## config.mk

```make
export PLATFORM = sky130hd
export DESIGN_NAME = way_victim_picker
export DESIGN_NICKNAME = d
export VERILOG_FILES = /design/src/rtl/way_victim_pkg.sv /design/src/rtl/way_lfsr.sv /design/src/rtl/way_min_select.sv /design/src/rtl/way_count_update.sv /design/src/rtl/way_victim_picker.sv
export SDC_FILE = /design/constraint.sdc
export NUM_CORES = 1
export LEC_CHECK = 0
export BUFFER_PORTS_ARGS = -buffer_cell sky130_fd_sc_hd__buf_2
export CORE_ASPECT_RATIO = 0.6
export CORE_MARGIN = 2
export CORE_UTILIZATION = 35
export DETAILED_ROUTE_END_ITERATION = 12
export PLACE_DENSITY = 0.53
export SYNTH_ARGS = -nofsm -noshare
export SYNTH_HDL_FRONTEND = slang
export SYNTH_HIERARCHICAL = 1
export SYNTH_SLANG_ARGS = --single-unit
```

## constraint.sdc

```tcl
create_clock -name clk -period 15.94 [get_ports clk]
set_input_delay 2.391 -clock clk [delete_from_list [all_inputs] [get_ports clk]]
set_output_delay 2.391 -clock clk [all_outputs]
set_load 0.01 [all_outputs]
```

## src/rtl/way_victim_pkg.sv

```systemverilog
package way_victim_pkg;
    typedef enum logic [1:0] {
        POL_LRU  = 2'd0,
        POL_LFU  = 2'd1,
        POL_FIFO = 2'd2,
        POL_RAND = 2'd3
    } policy_e;

    typedef enum logic {
        ST_IDLE  = 1'b0,
        ST_ISSUE = 1'b1
    } pick_state_e;
endpackage

```

## src/rtl/way_lfsr.sv

```systemverilog
module way_lfsr #(
    parameter int LW   = 16,
    parameter int OUTW = 2
) (
    input  logic            clk,
    input  logic            rst_n,
    output logic [OUTW-1:0] rnd_o
);
    localparam logic [15:0] TAPS = 16'hB400;
    localparam logic [LW-1:0] SEED = LW'(16'hACE1);

    logic [LW-1:0] q;

    always_ff @(posedge clk) begin
        if (!rst_n) begin
            q <= SEED;
        end else begin
            q <= (q >> 1) ^ ({LW{q[0]}} & LW'(TAPS));
        end
    end

    assign rnd_o = q[OUTW-1:0];

    // a maximal-length register never reaches the all-zero lock state
    p_lfsr_alive_r8: assert property (@(posedge clk) disable iff (!rst_n)
        q != '0);
endmodule

```

## src/rtl/way_min_select.sv

```systemverilog
module way_min_select
    import way_victim_pkg::*;
#(
    parameter int WAYS = 4,
    parameter int CW   = 3,
    parameter int WW   = 2
) (
    input  logic [WAYS-1:0][CW-1:0] cnt_i,
    input  policy_e                 mode_i,
    input  logic [WW-1:0]           rnd_i,
    output logic [WW-1:0]           way_o
);
    logic [WW-1:0] best_way;
    logic [CW-1:0] best_val;

    always_comb begin
        best_way = '0;
        best_val = cnt_i[0];
        for (int w = 1; w < WAYS; w++) begin
            if (cnt_i[w] < best_val) begin
                best_val = cnt_i[w];
                best_way = WW'(w);
            end
        end
        way_o = (mode_i == POL_RAND) ? rnd_i : best_way;
    end
endmodule

```

## src/rtl/way_count_update.sv

```systemverilog
module way_count_update
    import way_victim_pkg::*;
#(
    parameter int WAYS = 4,
    parameter int CW   = 3,
    parameter int WW   = 2
) (
    input  logic [WAYS-1:0][CW-1:0] cur_i,
    input  policy_e                 mode_i,
    input  logic                    fill_i,
    input  logic [WW-1:0]           vic_way_i,
    input  logic                    hit_i,
    input  logic [WW-1:0]           hit_way_i,
    output logic [WAYS-1:0][CW-1:0] nxt_o,
    output logic                    we_o
);
    localparam logic [CW-1:0] TOP = CW'(WAYS);
    localparam logic [CW-1:0] SAT = {CW{1'b1}};

    logic [CW-1:0] old_val;

    always_comb begin
        nxt_o   = cur_i;
        we_o    = 1'b0;
        old_val = cur_i[hit_way_i];
        if (fill_i) begin
            if (mode_i != POL_RAND) begin
                we_o = 1'b1;
                nxt_o[vic_way_i] = '0;
                if (mode_i == POL_FIFO) begin
                    for (int w = 0; w < WAYS; w++) begin
                        if (WW'(w) != vic_way_i && cur_i[w] != '0) begin
                            nxt_o[w] = cur_i[w] - 1'b1;
                        end
                    end
                    nxt_o[vic_way_i] = TOP;
                end
            end
        end else if (hit_i) begin
            unique case (mode_i)
                POL_LRU: begin
                    we_o = 1'b1;
                    if (old_val < TOP) begin
                        for (int w = 0; w < WAYS; w++) begin
                            if (WW'(w) != hit_way_i && cur_i[w] > old_val) begin
                                nxt_o[w] = cur_i[w] - 1'b1;
                            end
                        end
                        nxt_o[hit_way_i] = TOP;
                    end
                end
                POL_LFU: begin
                    we_o = 1'b1;
                    if (old_val != SAT) begin
                        nxt_o[hit_way_i] = old_val + 1'b1;
                    end
                end
                POL_FIFO, POL_RAND: begin
                    we_o = 1'b0;
                end
            endcase
        end
    end
endmodule

```

## src/rtl/way_victim_picker.sv

```systemverilog
module way_victim_picker
    import way_victim_pkg::*;
#(
    parameter int WAYS   = 4,
    parameter int SETS   = 8,
    parameter int LFSR_W = 16,
    localparam int WW = (WAYS > 1) ? $clog2(WAYS) : 1,
    localparam int SW = (SETS > 1) ? $clog2(SETS) : 1,
    localparam int CW = $clog2(WAYS + 1)
) (
    input  logic          clk,
    input  logic          rst_n,
    input  logic [1:0]    mode_i,
    input  logic [SW-1:0] set_i,
    input  logic          hit_i,
    input  logic [WW-1:0] hit_way_i,
    input  logic          fill_i,
    output logic [WW-1:0] victim_o,
    output logic          victim_vld_o
);
    localparam logic [CW-1:0] SAT = {CW{1'b1}};

    logic [SETS-1:0][WAYS-1:0][CW-1:0] cnt_q;
    logic [WAYS-1:0][CW-1:0]           cur_set;
    logic [WAYS-1:0][CW-1:0]           nxt_set;
    logic                              cnt_we;
    logic [WW-1:0]                     rnd_way;
    logic [WW-1:0]                     pick_way;
    policy_e                           mode;
    pick_state_e                       state_q;
    pick_state_e                       state_d;

    assign mode    = policy_e'(mode_i);
    assign cur_set = cnt_q[set_i];

    way_lfsr #(.LW(LFSR_W), .OUTW(WW)) u_lfsr (
        .clk   (clk),
        .rst_n (rst_n),
        .rnd_o (rnd_way)
    );

    way_min_select #(.WAYS(WAYS), .CW(CW), .WW(WW)) u_sel (
        .cnt_i  (cur_set),
        .mode_i (mode),
        .rnd_i  (rnd_way),
        .way_o  (pick_way)
    );

    way_count_update #(.WAYS(WAYS), .CW(CW), .WW(WW)) u_upd (
        .cur_i     (cur_set),
        .mode_i    (mode),
        .fill_i    (fill_i),
        .vic_way_i (pick_way),
        .hit_i     (hit_i),
        .hit_way_i (hit_way_i),
        .nxt_o     (nxt_set),
        .we_o      (cnt_we)
    );

    // counter bank
    always_ff @(posedge clk) begin
        if (!rst_n) begin
            cnt_q <= '0;
        end else if (cnt_we) begin
            cnt_q[set_i] <= nxt_set;
        end
    end

    // next-state logic
    always_comb begin
        state_d = state_q;
        unique case (state_q)
            ST_IDLE:  state_d = fill_i ? ST_ISSUE : ST_IDLE;
            ST_ISSUE: state_d = fill_i ? ST_ISSUE : ST_IDLE;
        endcase
    end

    // state register
    always_ff @(posedge clk) begin
        if (!rst_n) begin
            state_q <= ST_IDLE;
        end else begin
            state_q <= state_d;
        end
    end

    // output register
    always_ff @(posedge clk) begin
        if (!rst_n) begin
            victim_o <= '0;
        end else if (fill_i) begin
            victim_o <= pick_way;
        end
    end

    assign victim_vld_o = (state_q == ST_ISSUE);

    p_vld_follows_fill_r2: assert property (@(posedge clk) disable iff (!rst_n)
        fill_i |=> victim_vld_o);
    p_vld_quiet_r2: assert property (@(posedge clk) disable iff (!rst_n)
        !fill_i |=> !victim_vld_o);
    p_victim_cleared_r5: assert property (@(posedge clk) disable iff (!rst_n)
        (fill_i && (mode == POL_LRU || mode == POL_LFU))
        |=> cnt_q[$past(set_i)][victim_o] == '0);
    p_fifo_hit_inert_r7: assert property (@(posedge clk) disable iff (!rst_n)
        (hit_i && !fill_i && mode == POL_FIFO)
        |=> cnt_q[$past(set_i)] == $past(cnt_q[set_i]));
    p_rand_inert_r8: assert property (@(posedge clk) disable iff (!rst_n)
        (mode == POL_RAND) |=> cnt_q == $past(cnt_q));
    p_lfu_saturates_r6: assert property (@(posedge clk) disable iff (!rst_n)
        (hit_i && !fill_i && mode == POL_LFU && cur_set[hit_way_i] == SAT)
        |=> cnt_q[$past(set_i)][$past(hit_way_i)] == SAT);
endmodule

```

==> results.yml <==
floorplan:
  die_w_um: 187
  start_util_pct: 35.5
  core_mm2: 0.0199
  io_pins: 14
  die_h_um: 114
  die-area_mm2: 0.0214
  row_count: 40
sta:
  worst_hold_slack_ns: 0.404
  report.final.setup_viol: 0
  max_freq_mhz: 117
  skew_ns: 0.00806
  period_share_pct: 53.5
  tns_ns: 0
  fin_crit_ns: 8.52
  tightest_slew_ns: 1.36
  hold_viol_final: 0
  drv_slew: 0
  rsz0062_at_grt: "no"
  max-slew-margin-rel_pct: 9.21
pwr:
  power.internal_uw: 575
  ir_drop_mv: 0.0862
  pwr_density_cell_mw_per_mm2: 97.9
  switchingPower_uw: 190
  p_comb_share_pct: 8.9
  p_leak_nw: 2.72
  pwr-share-clk_pct: 52.7
  swShare_pct: 24.9
  p_seq_share_pct: 38.4
critical_path:
  crit_buf_inv: 3
  r2r_slack_ns: 9.76
  end_kind: "flop"
  crit_fanout: 42
  cpLargestDelayFamily: "compound AO/OA/AOI/OAI gates"
  crit_path_start_kind: "input pin"
  rr_startpoint: "cnt_q[88]"
  critPathSlowestCell: "a221oi_1"
  cp_slowest_stage_delay_ns: 1.08
  crit_required_ns: 16.29
  critPathLaunch: "set_i[2]"
  path_class: "in2reg"
  reg2reg_to: "cnt_q[17]"
  arrival_ns: 8.87
  worstRegToRegCells: 23
detailed_routing:
  drc_errors: 0
  drt_wl_total_mm: 20.9
  drtPass1Iterations: 7
  drt_iter0_drc: 576
  wl_per_cell_um: 18.8
  num_vias: 6070
  via_per_inst: 5.47
  antenna_left: 0
final_layout:
  syn_to_final_growth_pct: 10.6
  diodes: 0
  final_util_pct: 39.2
  stdcell_area_mm2: 0.00781
  final_layout_size_suffix_gt1_share_pct: 11.5
  final_nets: 866
min_path:
  hold_path_class: "reg2reg"
  min_from: "u_lfsr/q[7]"
  hold_depth: 1
  min_to: "u_lfsr/q[6]"
global_routing:
  grt_max_degree: 116
  grt.overflow.total: 0
  grt_pass1_vias: 5577
  grt_first_pass_wirelength_mm: 33.2
  antenna_found_initial: 0
  grtUsageTotal_pct: 20.2
clock_tree:
  cts_resized: 0
  htreeDepth: 4
  clockBufferDepth: 2
  cts_tree: "built"
  hold_buffers: 0
  cts_root_buffer: "clkbuf_16"
  cts_made_buffers: 17
  clock_sinks: 115
  postCtsSetupBuffers: 0
  clkLatencyLatePin_ns: 0.42
  path_clk_slew_ns: 0.06
outcome:
  status: "complete, no violations"
synthesis:
  ys.flop_type: "dfxtp_1"
  synth_fp_nets: 893
  netlist_instances: 852
  ys_seq_elements: 115
  synth-edff-count: 0
  syn_area_mm2: 0.00706
  yosys_warnings: 6
  ys_seq_area_share_pct: 32.6
  async_reset_ff_share_pct: 0
  yosysUniqueCellTypes: 69
  synth_top_area_share_pct: 32.6
  yosys.area.top_type: "dfxtp_1"
  avgSynthCellArea_um2: 8.29
  synth_area_leaders: "dfxtp_1 33%, nand2_1 12%, a21boi_1 5.4%, ha_1 5.3%, a21boi_0 4.8%"
job:
  maxCapViolCount: 0
placement:
  post_dp_cell_area_mm2: 0.00720
  numPortBuffers: 13
  gp_congestion: 0.969
  dp_hpwl_mm: 14.6
==> layout make-up <==
cell class / instances / area [um2]
fillers: 2047 / 12100
multi-input cells: 646 / 4330
flip-flops and latches: 115 / 2300
clock buffers: 18 / 429
well taps: 273 / 342
clock inverters: 13 / 186
repair buffers: 22 / 133
inverters: 23 / 86.3
==> stage by stage <==
stage / cells / total power, mW / setup WS, ns
5_1_grt: 1110 / 0.790 / 6.92
6_report: 1110 / 0.765 / 7.42
2_1_floorplan: 852 / 0.349 / 8.24
3_3_place_gp: 1079 / 0.367 / 7.13
4_1_cts: 1110 / 0.768 / 7.55
3_5_place_dp: 1079 / 0.366 / 7.13
==> state kept, by name, summed over array words and instances, names as in the netlist <==
signal,cells
victim_vld_o,1
cnt_q,96
victim_o,2
u_lfsr/q,16
==> cells in the mapped netlist, drive strengths merged, types with 8 or more instances <==
cell / number
and2: 16
and3: 8
inv: 23
a22oi: 11
mux4: 13
nand2: 217
ha: 30
o221ai: 10
nor2b: 17
buf: 42
mux2i: 10
mux2: 20
o21ai: 23
clkbuf: 26
a21oi: 24
dfxtp: 115
a21boi: 96
nand2b: 19
nor2: 23
==> placed cells by master (no fill, tap or decap), types with 19 or more instances in the layout <==
cell type  synthesis  final
nand2_1          217    217
dfxtp_1          115    115
a21boi_1          51     51
a21boi_0          45     45
ha_1              30     30
inv_1             23     23
nor2_1            23     23
a21oi_1           23     23
o21ai_0           22     22
mux2_2            20     20
nand2b_1          19     19
==> metal layers <==
layer | share of wire [%] | GRT usage, % | vias to the layer above | wire, um
met4 | 0.60 | 4.09 | 0 | 125
met2 | 37 | 25.6 | 249 | 7670
met1 | 53 | 31.7 | 2855 | 11100
met3 | 9.6 | 6.95 | 12 | 2000
met5 | 0 | 0 | - | 0
li1 | - | - | 2954 | -
==> worst register-to-register path, cell delays in order, from the launching register on <==
cell and delay (ns):
dfxtp_1 0.32, mux4_2 0.49, mux2_2 0.38, ha_1 0.32
a21o_1 0.18, a21oi_2 0.18, mux2i_1 0.27, ha_1 0.26
or2_0 0.21, a21oi_1 0.24, a31oi_1 0.13, a21o_1 0.22
ha_1 0.19, a21o_1 0.15, nand2_1 0.11, nand3b_1 0.09
a31oi_1 0.44, nand2b_1 0.28, o21ai_0 0.10, nand2_1 0.08
a211oi_1 0.08, a221oi_1 1.08, nand2_1 0.14, a21boi_1 0.17
==> worst max-delay path by stage <==
stage | depth (start not counted) | endpoint
finish | 27 | cnt_q[17]
detailed placement | 25 | cnt_q[77]
global placement | 25 | cnt_q[29]
CTS | 25 | cnt_q[77]
global route | 27 | cnt_q[5]
floorplan | 27 | cnt_q[73]
==> cell families (layout without fill, tap and decap cells) <==
| family | after synthesis | count (layout) | synth area share [%] |
|---|---|---|---|
| DFF | 115 | 115 | 32.6 |
| AOI/OAI and AO/OA | 221 | 221 | 23.1 |
| muxes | 43 | 43 | 8.75 |
| buffers and inverters | 91 | 76 | 6.20 |
| and+or+nand+nor | 343 | 343 | 22.9 |
| adders and majority gates | 30 | 30 | 5.31 |
| xor gates and xnor gates | 9 | 9 | 1.12 |
==> power groups by stage <==
stage / registers [mW] / logic [mW] / clock network, mW
after floorplan: 0.300 / 0.0490 / 0
after global placement: 0.300 / 0.0668 / 0
after detailed placement: 0.300 / 0.0660 / 0
after CTS: 0.294 / 0.0664 / 0.408
after global routing: 0.294 / 0.0734 / 0.422
final: 0.294 / 0.0678 / 0.403
Power figures use the tool's default switching activity.
